==> src/rtl/apm_pkg.sv <==
package apm_pkg;

    typedef enum logic [2:0] {
        ST_IDLE    = 3'd0,
        ST_ADDR_HI = 3'd1,
        ST_ADDR_LO = 3'd2,
        ST_STROBE  = 3'd3,
        ST_FINISH  = 3'd4
    } apm_state_e;

    localparam int unsigned APM_MIN_CYCLES = 2;

endpackage

==> src/rtl/apm_cycle_timer.sv <==
module apm_cycle_timer #(
    parameter int unsigned CW = 5
) (
    input  logic          clk,
    input  logic          rst_n,
    input  logic          load,
    input  logic [CW-1:0] load_val,
    input  logic          run,
    output logic          last
);
    localparam logic [CW-1:0] MIN_VAL = CW'(apm_pkg::APM_MIN_CYCLES);

    logic [CW-1:0] cnt_q;
    logic [CW-1:0] start_val;

    assign start_val = (load_val < MIN_VAL) ? MIN_VAL : load_val;

    always_ff @(posedge clk or negedge rst_n) begin
        if (!rst_n) begin
            cnt_q <= '0;
        end else if (load) begin
            cnt_q <= start_val;
        end else if (run && cnt_q != '0) begin
            cnt_q <= cnt_q - 1'b1;
        end
    end

    assign last = run && (cnt_q == CW'(1));

endmodule

==> src/rtl/apm_lane_packer.sv <==
module apm_lane_packer #(
    parameter int unsigned DW = 32,
    parameter int unsigned LW = 16
) (
    input  logic          clk,
    input  logic          rst_n,
    input  logic          load,
    input  logic [DW-1:0] load_data,
    input  logic          shift,
    input  logic          wide,
    input  logic [LW-1:0] lane_in,
    output logic [LW-1:0] lane_out,
    output logic [DW-1:0] word
);
    localparam int unsigned NW = LW / 2;

    logic [DW-1:0] word_q;

    always_ff @(posedge clk or negedge rst_n) begin
        if (!rst_n) begin
            word_q <= '0;
        end else if (load) begin
            word_q <= load_data;
        end else if (shift) begin
            if (wide) begin
                word_q <= {lane_in, word_q[DW-1:LW]};
            end else begin
                word_q <= {lane_in[NW-1:0], word_q[DW-1:NW]};
            end
        end
    end

    assign lane_out = wide ? word_q[LW-1:0] : {{(LW-NW){1'b0}}, word_q[NW-1:0]};
    assign word     = word_q;

endmodule

==> src/rtl/apm_port.sv <==
module apm_port #(
    parameter int unsigned AW = 24,
    parameter int unsigned DW = 32,
    parameter int unsigned PW = 16,
    parameter int unsigned CW = 5
) (
    input  logic          clk,
    input  logic          rst_n,
    input  logic          cfg_wide,
    input  logic [CW-1:0] cfg_cycles,
    input  logic          req_valid,
    input  logic          req_write,
    input  logic [AW-1:0] req_addr,
    input  logic [DW-1:0] req_wdata,
    output logic          req_ready,
    output logic          done,
    output logic [DW-1:0] rdata,
    output logic [PW-1:0] ad_out,
    output logic          ad_oe,
    input  logic [PW-1:0] ad_in,
    output logic          ale,
    output logic          rd_n,
    output logic          wr_n
);
    import apm_pkg::*;

    localparam int unsigned NARROW_BEATS = DW / (PW / 2);
    localparam int unsigned WIDE_BEATS   = DW / PW;
    localparam int unsigned BCW          = $clog2(NARROW_BEATS + 1);
    localparam int unsigned HI_BITS      = AW - PW;

    apm_state_e    state_q, state_d;
    logic          wr_q, wide_q;
    logic [CW-1:0] cyc_q;
    logic [AW-1:0] addr_q;
    logic [BCW-1:0] beats_q;

    logic          accept;
    logic          beat_end;
    logic          tmr_last;
    logic [PW-1:0] lane_out;
    logic [PW-1:0] lane_in;

    assign accept   = (state_q == ST_IDLE) && req_valid;
    assign beat_end = (state_q == ST_STROBE) && tmr_last;
    assign lane_in  = wr_q ? '0 : ad_in;

    apm_cycle_timer #(.CW(CW)) u_timer (
        .clk      (clk),
        .rst_n    (rst_n),
        .load     (state_q == ST_ADDR_LO),
        .load_val (cyc_q),
        .run      (state_q == ST_STROBE),
        .last     (tmr_last)
    );

    apm_lane_packer #(.DW(DW), .LW(PW)) u_pack (
        .clk       (clk),
        .rst_n     (rst_n),
        .load      (accept),
        .load_data (req_write ? req_wdata : '0),
        .shift     (beat_end),
        .wide      (wide_q),
        .lane_in   (lane_in),
        .lane_out  (lane_out),
        .word      (rdata)
    );

    // State register
    always_ff @(posedge clk or negedge rst_n) begin
        if (!rst_n) begin
            state_q <= ST_IDLE;
        end else begin
            state_q <= state_d;
        end
    end

    // Next-state logic
    always_comb begin
        state_d = state_q;
        unique case (state_q)
            ST_IDLE:    if (req_valid) state_d = cfg_wide ? ST_ADDR_LO : ST_ADDR_HI;
            ST_ADDR_HI: state_d = ST_ADDR_LO;
            ST_ADDR_LO: state_d = ST_STROBE;
            ST_STROBE: begin
                if (tmr_last) begin
                    if (beats_q == BCW'(1)) state_d = ST_FINISH;
                    else                    state_d = wide_q ? ST_ADDR_LO : ST_ADDR_HI;
                end
            end
            ST_FINISH:  state_d = ST_IDLE;
            default:    state_d = ST_IDLE;
        endcase
    end

    // Transfer context captured at acceptance
    always_ff @(posedge clk or negedge rst_n) begin
        if (!rst_n) begin
            wr_q    <= 1'b0;
            wide_q  <= 1'b0;
            cyc_q   <= '0;
            addr_q  <= '0;
            beats_q <= '0;
        end else if (accept) begin
            wr_q    <= req_write;
            wide_q  <= cfg_wide;
            cyc_q   <= cfg_cycles;
            addr_q  <= req_addr;
            beats_q <= cfg_wide ? BCW'(WIDE_BEATS) : BCW'(NARROW_BEATS);
        end else if (beat_end) begin
            addr_q  <= addr_q + 1'b1;
            beats_q <= beats_q - 1'b1;
        end
    end

    // Outputs
    always_comb begin
        ale       = 1'b0;
        ad_oe     = 1'b0;
        ad_out    = '0;
        rd_n      = 1'b1;
        wr_n      = 1'b1;
        req_ready = 1'b0;
        done      = 1'b0;
        unique case (state_q)
            ST_IDLE: req_ready = 1'b1;
            ST_ADDR_HI: begin
                ale    = 1'b1;
                ad_oe  = 1'b1;
                ad_out = {{(PW-HI_BITS){1'b0}}, addr_q[AW-1:PW]};
            end
            ST_ADDR_LO: begin
                ale    = 1'b1;
                ad_oe  = 1'b1;
                ad_out = addr_q[PW-1:0];
            end
            ST_STROBE: begin
                if (wr_q) begin
                    wr_n   = 1'b0;
                    ad_oe  = 1'b1;
                    ad_out = lane_out;
                end else begin
                    rd_n   = 1'b0;
                end
            end
            ST_FINISH: done = 1'b1;
            default: ;
        endcase
    end

endmodule

==> config.mk <==
export PLATFORM = sky130hd
export DESIGN_NAME = apm_port
export DESIGN_NICKNAME = d
export VERILOG_FILES = /design/src/rtl/apm_pkg.sv /design/src/rtl/apm_cycle_timer.sv /design/src/rtl/apm_lane_packer.sv /design/src/rtl/apm_port.sv
export SDC_FILE = /design/constraint.sdc
export NUM_CORES = 1
export LEC_CHECK = 0
export BUFFER_PORTS_ARGS = -buffer_cell sky130_fd_sc_hd__buf_2
export CAP_MARGIN = 20
export CORE_UTILIZATION = 56
export CTS_BUF_LIST = sky130_fd_sc_hd__clkbuf_4 sky130_fd_sc_hd__clkbuf_8 sky130_fd_sc_hd__clkbuf_16
export CTS_CLUSTER_SIZE = 24
export DETAILED_ROUTE_END_ITERATION = 8
export GPL_TIMING_DRIVEN = 0
export HOLD_SLACK_MARGIN = 0.06
export PLACE_DENSITY = 0.86
export SKIP_CTS_REPAIR_TIMING = 1
export SYNTH_ARGS = -nofsm -noshare
export SYNTH_HDL_FRONTEND = slang
export SYNTH_SLANG_ARGS = --single-unit
==> constraint.sdc <==
create_clock -name clk -period 4.2 [get_ports clk]
set_clock_uncertainty 0.05 [all_clocks]
set_input_delay 0 -clock clk [delete_from_list [all_inputs] [get_ports clk]]
set_output_delay 0 -clock clk [all_outputs]
set_load 0.005 [all_outputs]
==> run summary, run 1 <==
The run finished with clean final reports. TritonCTS built the clock tree. Measured on the finished design, the core utilization comes to 82.7%.

In this run the count of I/O pins placed on the die edge is 136. The routed via count is 5209. In this run the worst hold path is classified as input port to register. Number of register bits inferred by synthesis: 74.

The run gives 0 as the total count of hold-check failures in the final report. Broken down by cell family, the worst path's largest delay share belongs to buffers and inverters. The signal on the critical path passes through inv_1, ha_1, nor4b_2, nand3_1, buf_2, nand2_1, buf_2, o21ai_1, dlygate4sd3_1, o21a_1.

After synthesis, the largest area contributor takes up 42.6% of total cell area. Of the total power, registers draw 37.0%. The logs give 0 for the remaining design rule violation count and 3.34 ns for the data arrival time of the critical path.

The tools report the final worst slack as 1.09 ns. The tools report the net count of the finished layout as 793. Counting instances in the post-synthesis netlist gives the leading cell types as sky130_fd_sc_hd__dfrtp_1, sky130_fd_sc_hd__nand2_1, sky130_fd_sc_hd__nor2_1. The placed instances occupy a cell area of 5170 µm². In this run, the combinational gates consume 48.4% of the power. Of the cells placed in the final design, the portion with a size suffix greater than 1 is 25.7%. The multi-input logic area is 2300 µm².

For this configuration, the core starts out at a cell density of 59.0%. Adding up every negative setup slack in the final design gives 0 ns. After detailed routing, the number of vias per cell comes to 6.43. The tools report the clock tree root buffer cell as sky130_fd_sc_hd__clkbuf_8. Before CTS, the worst setup slack after placement is 1.80 ns. In the synthesized netlist the dominant register cell turns out to be sky130_fd_sc_hd__dfrtp_1. The die is 90.1 µm tall.

The initialized floorplan defines 31 standard-cell rows. The most critical setup path has its startpoint at u_timer.cnt_q[1]. Buffers inserted during clock tree synthesis total 9. For this run, the register share of the synthesized area comes to 42.6%. Internal power comes to 0.00223 W. The number of distinct library cells after synthesis is 58.

The cell occurring most often along the worst timing path was sky130_fd_sc_hd__buf_2. The time the worst path needs with I/O delays and setup works out to 3.11 ns. Setup repair after global routing left no endpoint under its margin. The wire length of the first global-routing pass came out at 22200 µm. After synthesis, the cell types taking the most area are sky130_fd_sc_hd__dfrtp_1, sky130_fd_sc_hd__nand2_1, sky130_fd_sc_hd__nor2_1. The relative slew slack is 47.7%, and the number of buffers and inverters on the critical path is 4. Number of failing setup endpoints in the final timing report: 0. The tools report the kind of end point of the critical path as a register. The TritonCTS sink count is 74.

The startpoint identified for the worst register-to-register timing path is u_timer.cnt_q[1]. Summed over all nets, the switching power comes to 0.00185 W. In this run the worst path has a maximum fanout of 10. The layout overhead on the synthesized area is 40.1%. The run gives 0 as the number of antenna violations at the first check in global routing.

The die is 90.1 µm wide. Transition time at the pin with the least slew margin: 0.784 ns. The deepest level of the CTS H-tree was 3. The wire-length estimate of the detail-placed layout is 10400 µm. The proportion of total power due to net switching came out at 45.4%.

The tools report the type of origin of the critical path as a register. Dividing the detail-routed wire length by the instance count gives 20.0 µm. The run gives 0 as the total count of max-transition violations in the final report. The tools report the number of nets with antenna violations after routing as 0. The floorplan die area was 8130 µm²; the clock power share was 14.6%. The congestion estimate from routability-driven global placement came to 0.938. The via count of the first global-routing pass is 4495, and the post-route fraction of the period consumed by the critical path is 74.2%.

After detailed routing, the total wire length is 16200 µm. Before antenna repair, the detailed router went through 8 iterations. For this run, the top clock speed supported by timing is 0.321 GHz.

For this design the ratio of total power to cell area is 670 nW/µm². Clock-pin slew was measured on the worst setup and hold paths at 0.11 ns. The total overflow left after global routing is 0. The maximum cell stage delay along the critical path was 0.57 ns. The core region is 7370 µm². The run gives 2.87 nW as the static leakage.

Global routing used 34.9% of the available tracks across all layers. The synthesized design spends more area on one cell type than any other, namely sky130_fd_sc_hd__dfrtp_1. The tools report the area taken by flip-flops and latches as 1850 µm². The critical path in this run is classified as register to register. The tool flagged a number of max-cap violations equal to 0.

During synthesis, Yosys emitted a total of 0 warnings. The most numerous cell in the Yosys netlist was sky130_fd_sc_hd__dfrtp_1. The logs give 0.000374 V for the maximum vdd ir drop and 45 for the pin count of the biggest net entering global routing. For this design, the slowest cell found on the critical path is sky130_fd_sc_hd__dlygate4sd3_1. The logs give 4.42 ns for the required time at the worst-slack endpoint and 2 for the maximum count of clock buffers along a single path. In this run, the number of DRC markers left after iteration 0 of detailed routing was 607. Input and output buffers added on the ports amount to 134.

In this run the mean area of a mapped cell was 8.91 µm². Fraction of registers with async set/reset: 100%. The number of antenna diodes in the final layout is 0. At the later pin of the worst-skew pair, clock insertion delay measures 0.37 ns. The layout has 445 filler cells. The finished cells cover 6090 µm².

The hold path startpoint is ad_in[8]. For the number of instances in the synthesized netlist, the log shows 488. The count of flip-flops with a built-in enable after synthesis is 0. Synthesis produced a netlist with a net count of 575. Netlist area before placement: 4350 µm².
sequential cells by signal (all words and copies together) (netlist names):
signal / count
wr_q: 1
state_q: 3
beats_q: 3
addr_q: 24
cyc_q: 5
u_timer.cnt_q: 5
wide_q: 1
u_pack.word: 32
worst reg2reg max path: stages, from the launching register on:
cell and delay [ns]:
sky130_fd_sc_hd__dfrtp_1 0.41, sky130_fd_sc_hd__inv_1 0.13, sky130_fd_sc_hd__ha_1 0.18, sky130_fd_sc_hd__nor4b_2 0.39, sky130_fd_sc_hd__nand3_1 0.21, sky130_fd_sc_hd__buf_2 0.24, sky130_fd_sc_hd__nand2_1 0.30, sky130_fd_sc_hd__buf_2 0.32
sky130_fd_sc_hd__o21ai_1 0.10, sky130_fd_sc_hd__dlygate4sd3_1 0.57, sky130_fd_sc_hd__o21a_1 0.11
per-stage QoR:
stage / hold WS [ns] / power (W) / cells
6_report: 0.0222 / 0.00408 / 810
4_1_cts: -0.477 / 0.00385 / 738
3_3_place_gp: 0.139 / 0.00317 / 721
2_1_floorplan: -0.346 / 0.00257 / 488
5_1_grt: 0.0574 / 0.00432 / 810
3_5_place_dp: -0.0911 / 0.00326 / 722
metal layers:
metal | part of all wire (%) | up-vias | global-route usage, %
li1 | - | 2233 | -
met1 | 36 | 2445 | 43.9
met2 | 48 | 435 | 58.8
met3 | 10 | 96 | 5.58
met4 | 5.1 | 0 | 16.7
met5 | 0 | - | 0
power groups by stage:
stage | Combinational, W | Clock, W | Sequential (W)
floorplan | 0.00121 | 0 | 0.00136
global placement | 0.00172 | 0 | 0.00145
detailed placement | 0.00179 | 0 | 0.00147
CTS | 0.00180 | 0.000588 | 0.00146
global route | 0.00215 | 0.000620 | 0.00154
finish | 0.00198 | 0.000595 | 0.00151
cells in the final DEF, fill, tap and decap left out, types with 8 or more instances in the layout:
cell type                       instances
sky130_fd_sc_hd__a211oi_1              10
sky130_fd_sc_hd__a21oi_1               14
sky130_fd_sc_hd__a221oi_1              16
sky130_fd_sc_hd__a222oi_1               8
sky130_fd_sc_hd__a22o_1                 9
sky130_fd_sc_hd__a31oi_1               20
sky130_fd_sc_hd__buf_2                142
sky130_fd_sc_hd__clkbuf_1              23
sky130_fd_sc_hd__clkbuf_8               9
sky130_fd_sc_hd__dfrtp_1               74
sky130_fd_sc_hd__dlygate4sd3_1         71
sky130_fd_sc_hd__inv_1                 15
sky130_fd_sc_hd__mux2_2                 8
sky130_fd_sc_hd__mux2i_1               16
sky130_fd_sc_hd__nand2_1               60
sky130_fd_sc_hd__nand3_1                8
sky130_fd_sc_hd__nor2_1                57
sky130_fd_sc_hd__nor3_1                11
sky130_fd_sc_hd__o21a_1                 8
sky130_fd_sc_hd__o21ai_1               34
logic make-up after synthesis:
family | share of synthesized area [%]
muxes | 5.75
buffers and inverters | 4.49
adders and majority gates | 1.44
xor gates and xnor gates | 2.01
AOI/OAI and AO/OA | 23.5
DFF | 42.6
and+or+nand+nor | 20.2
path summary, 6_finish.rpt:
| kind | end | slack [ns] | cells after the start |
|---|---|---|---|
| max | u_pack.word[23] | 1.09 | 10 |
| min in group asynchronous | u_pack.word[14] | 0.05 | 2 |
| min | u_pack.word[24] | 0.02 | 4 |
| max reg2reg | u_pack.word[23] | 1.09 | 10 |
| max in group asynchronous | beats_q[0] | 3.46 | 3 |
| min reg2reg | cyc_q[0] | 0.45 | 2 |
cell type report:
type / instances / area share [%]
inverters: 16 / 0.986
flip-flops and latches: 74 / 30.4
clock buffers: 9 / 2.03
plain buffers: 33 / 2.22
well taps: 99 / 2.03
repair buffers: 207 / 23.2
multi-input cells: 365 / 37.8
clock inverters: 7 / 1.38
Note: power is estimated with default switching activity, not from simulation.
==> run 2, diff against run 1 <==
- ABC_AREA: default -> 1
- CORE_UTILIZATION: 56 -> 53
- PLACE_DENSITY: 0.86 -> 0.81
- clock period: 4.2 -> 3.1 ns (I/O delays scaled with it)
==> run summary, run 2 <==
The flow ran to the end, and the final reports show no timing, DRC or antenna violations. The startpoint of the most critical setup path is u_timer.cnt_q[1]. The register with the most flip-flops in the layout has 32 of them.

The tools report the netlist area before placement as 4830 µm². Sequential elements use 38.3% of the synthesized area. Setup repair after global routing left no endpoint under its margin.

The area growth from synthesis to layout is 35.3%. The floorplan has 34 rows. Maximum count of clock buffers along a single path: 2.

The tools report the number of max-capacitance violations reported as 0. The synthesized design spends more area on one cell type than any other, namely sky130_fd_sc_hd__dfrtp_1. The tools report the number of nets with antenna violations after routing as 0. The share of cells above drive strength 1 was 20.6%. Leaving out fill and tap cells, the most frequent cells in the layout are sky130_fd_sc_hd__nand2_1, sky130_fd_sc_hd__buf_2, sky130_fd_sc_hd__nand3_1.

The combinational family with the most area after synthesis is simple AND/OR/NAND/NOR gates. From bottom edge to top edge, the die measures 97.5 µm. The tree is rooted in a sky130_fd_sc_hd__clkbuf_8. Leaving out fill and tap cells, the most frequent cell in the layout is sky130_fd_sc_hd__nand2_1. The first detailed-routing pass ran for 7 iterations. For the worst setup path, the data arrival time is 2.64 ns.

The worst pin sits at a relative slew slack of 59.1%. Across the VDD grid, the largest voltage drop is 0.000189 V. The number of violations reported at the end of detailed-routing iteration 0 came out at 494.

Of all nets on the critical path, the largest fanout is 10. For the remaining design rule violation count, the log shows 0. The synthesized design contains 74 register bits. Wire length of the first global-routing pass: 26900 µm. In the routed layout, each cell is associated on average with a via count of 5.84. For the number of antenna violations at the first check in global routing, the log shows 0. The setup check on the worst reg-to-reg path leaves a slack of 0.65 ns. The boundary pin count was 136; the x dimension of the die was 97.5 µm. During synthesis, Yosys emitted a total of 0 warnings. The class of the most critical hold timing path was input port to register.

The aggregate negative setup slack was 0 ns; the post-synthesis average cell area was 6.83 µm². For this block, the routed nets add up to 18000 µm of wire. The tools report the net count after synthesis as 794.

The starting density of the core was 55.1%. The run gives 6540 µm² as the final design instance area without fill. The number of buffer cells added on primary ports works out to 134. The worst path in the final design needs a cycle of 2.45 ns, including I/O delays and setup. The static leakage was 3.60 nW; the TritonCTS sink count was 74. The number of antenna diodes was 0. TritonCTS built the clock tree. The post-route fraction of the period consumed by the critical path was 78.9%.

For the pin with the worst max-slew slack, the measured transition is 0.613 ns. Number of placed cells counting well taps: 950. The congestion estimate from routability-driven global placement came to 0.934. The tools report the total count of max-transition violations in the final report as 0. Power per unit of standard cell area: 308 nW/µm². The area share of fa/ha/maj cells after synthesis works out to 1.30%. Sorting the synthesized cells by how often they occur yields sky130_fd_sc_hd__nand2_1, sky130_fd_sc_hd__nand3_1, sky130_fd_sc_hd__o21ai_0.

The pin count of the biggest net entering global routing is 50, and the fraction of registers with async set/reset is 100%. In the post-synthesis netlist, the biggest area contributors are sky130_fd_sc_hd__dfrtp_1, sky130_fd_sc_hd__nand2_1, sky130_fd_sc_hd__nand3_1. Of the total synthesized cell area, the portion taken by XOR and XNOR cells is 0.725%. Fill cells in the final layout number 739.

Once placement finished, the instance area stood at 5670 µm². For this run, the top clock speed supported by timing is 0.409 GHz. Summing the areas of all and, or, nand and nor instances in the mapped netlist gives 31.4% of the synthesized area. The tools report the hold path startpoint as req_write. The proportion of synthesized area in mux cells is 0%.

The via count of the first global-routing pass was 5507. The total core area came out at 8760 µm². Buffers inserted during clock tree synthesis total 9.

The start of the worst register-to-register path was u_timer.cnt_q[1]. The post-CTS clock slew at the launch and capture registers of the worst setup and hold paths was 0.09 ns. The HPWL after detailed placement is 12800 µm.

The tools report the net count of the finished layout as 1004. Type of origin of the critical path: a register. The required time at the worst-slack endpoint was 3.30 ns. For this run, the leading register cell type out of synthesis is sky130_fd_sc_hd__dfrtp_1.

The routed via count was 6012. The cell count after synthesis came out at 707. sky130_fd_sc_hd__nand2_1 is the most common cell in the netlist. For the deepest level of the CTS H-tree, the log shows 3. End point of the critical path: u_pack.word[25]. For the tightest hold margin, the log shows 0.0278 ns. The tools report the number of cells in the finished layout apart from fillers as 1030. The total track usage came out at 36.1%. The worst register-to-register path has a depth of 9. The die covers 9500 µm². The endpoint of the lowest-slack register-to-register path was u_pack.word[25]. The critical path is of the register to register type. The run gives 0 as the total count of hold-check failures in the final report.

For the total overflow reported by the global router, the log shows 0. The clock reaches the later pin of the worst-skew pair after 0.36 ns. Yosys mapped a number of flops with a built-in enable equal to 0. Of the post-synthesis cell area, the dominant cell type holds 38.3%. The wire length per cell after detailed routing is 17.5 µm. The run gives 37 as the number of distinct library cells after synthesis. Setup violations remaining at the end of the flow were counted as 0.

The post-synthesis compound-gate area fraction was 18.1%. The worst setup path is captured at a register.
## run 2: final cells by class
type	count	area, µm²	area share (%)
clock inverter	5	85.1	1.30
clock buffer	11	145	2.22
tap	108	135	2.07
timing repair buffer	199	1340	20.5
sequential	74	1850	28.3
multi-input combinational	514	2480	38.0
inverter	78	293	4.48
buffer	41	201	3.08
## run 2: stage by stage
step                      power (W)  utilization, %  setup WS, ns
after detailed placement    0.00107            64.7          1.21
after global routing        0.00206            74.6         0.539
final                       0.00201            74.6         0.653
after CTS                   0.00195            67.3         0.984
after global placement      0.00106            64.3          1.24
after floorplan            0.000990               -          1.59
## run 2: critical path, cell delays in order (launching register included)
cell,delay [ns]
sky130_fd_sc_hd__dfrtp_1,0.39
sky130_fd_sc_hd__inv_1,0.10
sky130_fd_sc_hd__ha_1,0.16
sky130_fd_sc_hd__nand3_1,0.17
sky130_fd_sc_hd__nor2_4,0.22
sky130_fd_sc_hd__inv_2,0.13
sky130_fd_sc_hd__clkbuf_1,0.25
sky130_fd_sc_hd__o21ai_0,0.21
sky130_fd_sc_hd__a21oi_1,0.09
sky130_fd_sc_hd__dlygate4sd3_1,0.57
## run 2: layer usage
metal  vias up  wire [µm]  global-route usage, %
met2       393       8590                   58.5
met3        63       1600                   5.11
met5         -          0                      0
met4         0        749                   17.0
met1      2791       7080                   47.7
li1       2765          -                      -
## run 2: cells by family (layout without fill, tap and decap cells)
logic type	after synthesis	in the layout
AND/OR/NAND/NOR	349	349
buffers and inverters	119	334
AO/OA/AOI/OAI	156	156
adder cells (fa/ha/maj)	5	5
flip-flops	74	74
XOR/XNOR	4	4
## run 2: power breakdown
group / internal [W] / total, W / leakage [nW] / switching (W)
sequential: 0.000964 / 0.000964 / 0.825 / 0
clock: 0.000491 / 0.000899 / 0.114 / 0.000408
combinational: 0.0000914 / 0.000150 / 2.66 / 0.0000588
total: 0.00155 / 0.00201 / 3.60 / 0.000467
## run 2: worst min path at each step
stage	slack [ns]	cells after the start	end
2_1_floorplan	-0.35	0	addr_q[0]
3_3_place_gp	0.14	3	cyc_q[0]
3_5_place_dp	-0.10	1	u_timer.cnt_q[0]
4_1_cts	-0.49	1	u_timer.cnt_q[0]
5_1_grt	0.07	2	u_timer.cnt_q[3]
6_report	0.03	5	u_pack.word[17]
==> run 3, diff against run 2 <==
- CORE_UTILIZATION: 53 -> 48
- PLACE_DENSITY: 0.81 -> 0.77
- clock period: 3.1 -> 2.1 ns (I/O delays scaled with it)
==> run summary, run 3 (synthesis gave the netlist of run 2 again) <==
The run finished, with violations left. The final reports fail on negative hold slack. Wire segments on met3 add up to 1630 µm in the final route. For the total track usage, the log shows 33.9%.

The deepest level of the CTS H-tree came out at 3. The number of placement rows is 36, and the number of flip-flops under the largest register name is 32. In the final layout, the share of cells above drive strength 1 is 20.8%. For the power after layout, the log shows 0.00277 W. The internal power component came out at 0.00211 W. The clock tree root buffer cell is sky130_fd_sc_hd__clkbuf_8. The class of the most critical hold timing path is input port to register. Leaving out fill and tap cells, the most frequent cell in the layout is sky130_fd_sc_hd__nand2_1. The library cell contributing the largest single delay on the critical path is sky130_fd_sc_hd__dfrtp_1.

Once detailed placement completed, the half-perimeter wirelength came to 12900 µm. The signal on the critical path passes through inv_2, nor2_4, nand2_2, inv_1, buf_2, nand3_1, o221ai_1, buf_2. The multi-input logic area was 2490 µm²; the maximum frequency from static timing analysis was 0.508 GHz. The run gives 0 as the number of antenna diodes. Cell occurring most often along the worst timing path: sky130_fd_sc_hd__buf_2. For this configuration, the core starts out at a cell density of 49.4%. The clock network latency to the later pin of the worst-skew pair came out at 0.37 ns.

The number of cells in the finished layout apart from fillers is 1051. The logs give 0 for the number of max-capacitance violations reported and 18100 µm for the total wire length. In this run, the clock network consumes 40.5% of the power.

The wire length per cell after detailed routing is 17.2 µm. For the worst setup path, the data required time is 2.05 ns. Summed over all cells, the static leakage comes to 3.58 nW. The tools report the total count of hold-check failures in the final report as 1. The core region is 9770 µm².

Leaving out fill and tap cells, the most frequent cells in the layout are sky130_fd_sc_hd__nand2_1, sky130_fd_sc_hd__buf_2, sky130_fd_sc_hd__nand3_1. For this design the total switching power over the nets is 0.000654 W. The worst reg-to-reg setup slack is 0.22 ns, and the aggregate negative setup slack is 0 ns.

The first routing iteration left 471 violations. Data on the critical path arrives at its endpoint at 1.92 ns. Port buffering added 134 buffers. Maximum cell stage delay along the critical path: 0.40 ns. In the routed design, unresolved DRC markers number 0. The maximum vdd ir drop came out at 0.000233 V. The first detailed-routing pass took 5 iterations.

Counting the fill cells in the layout gives 881. The proportion of total power due to net switching was 23.6%; the number of failing setup endpoints in the final timing report was 0. The die is 102 µm tall. The worst setup path is captured at an output pin.

The type of origin of the critical path was a register. Entering global routing, the biggest net connects 53 pins. The post-CTS clock slew at the launch and capture registers of the worst setup and hold paths came out at 0.08 ns. Setup repair after global routing left no endpoint under its margin.

The logs give 7210 µm for the routed metal-1 wire length and 2 for the maximum count of clock buffers along a single path. The number of clock buffers added by TritonCTS is 9. TritonCTS built the clock tree.

The uppermost layer routed is met4. In the final design database the tool counted 1001 nets. Counting I/O delays and the setup requirement, the final critical path takes 1.97 ns. The tools report the area taken by flip-flops and latches as 1850 µm². The first global-routing pass estimated 26600 µm of wire. The tools report the TritonCTS sink count as 74. Using the TritonRoute via totals, the vias-per-cell ratio works out to 5.64. The tightest hold margin was -0.0260 ns.

For this run, the share of the core covered by cells in the final layout is 66.6%. In this run the remaining antenna-violating nets after routing total 0. Global routing finished with a remaining overflow of 0.

The transition time at the pin with the least slew margin was 0.612 ns; the post-route fraction of the period consumed by the critical path was 93.8%. The boundary pin count came out at 136. The total count of max-transition violations in the final report is 0, and the routed length on met2 is 8520 µm. Measured along the x axis, the die boundary spans 102 µm.

The number of antenna violations at the first check in global routing was 0; the part of the power in registers was 51.5%. Layout overhead on the synthesized area: 34.8%. The worst setup path is of the register to output pin kind. Across all layers, the routed design uses 5927 vias. Dividing total power by cell area gives a power density of 425 nW/µm². The maximum fanout along the worst path was 10. The combinational share of power was 8.0%; the final estimated routing congestion in global placement was 0.947.

The logs give 5303 for the via count of the first global-routing pass and 975 for the number of placed cells counting well taps. The worst pin sits at a relative slew slack of 59.2%. The die covers 10500 µm².
## run 3: routing by layer
metal  up-vias  GRT usage, %
li1       2764             -
met1      2706          43.8
met2       393          55.5
met3        64          5.95
met4         0          15.7
met5         -             0
## run 3: area by class of cell
class	count	area share (%)
inverters	78	4.50
flip-flops and latches	74	28.4
well taps	133	2.56
multi-input cells	514	38.3
clock buffers	10	2.02
plain buffers	40	3.04
clock inverters	5	0.865
repair buffers	197	20.3
## run 3: through the flow
stage               setup WS, ns  area, µm²
detailed placement         0.173       5700
CTS                       0.0413       5890
floorplan                  0.590       4830
finish                     0.130       6510
global route              0.0102       6510
global placement           0.173       5670
## run 3: worst paths after layout
| kind | from | end | depth (start not counted) |
|---|---|---|---|
| worst max-delay path | state_q[1] | ad_out[4] | 8 |
| worst min-delay path | req_wdata[23] | u_pack.word[23] | 5 |
| worst max register to register | u_timer.cnt_q[1] | u_pack.word[14] | 8 |
| worst min register to register | cyc_q[0] | cyc_q[0] | 2 |
| max in group asynchronous | rst_n | addr_q[10] | 3 |
| min in group asynchronous | rst_n | addr_q[8] | 2 |
## run 3: power groups by stage
| stage | Combinational (W) | Clock [W] | Sequential, W |
|---|---|---|---|
| floorplan | 0.00000955 | 0 | 0.00145 |
| global placement | 0.000120 | 0 | 0.00145 |
| detailed placement | 0.000128 | 0 | 0.00145 |
| CTS | 0.000129 | 0.00113 | 0.00142 |
| global route | 0.000241 | 0.00118 | 0.00142 |
| finish | 0.000222 | 0.00112 | 0.00142 |
## run 3: critical path, delay by kind of cell (launching register included)
family          cells  cell delay (ns)
simple gates        3             0.39
flops               1             0.40
compound gates      1             0.15
buf+inv             4             0.62
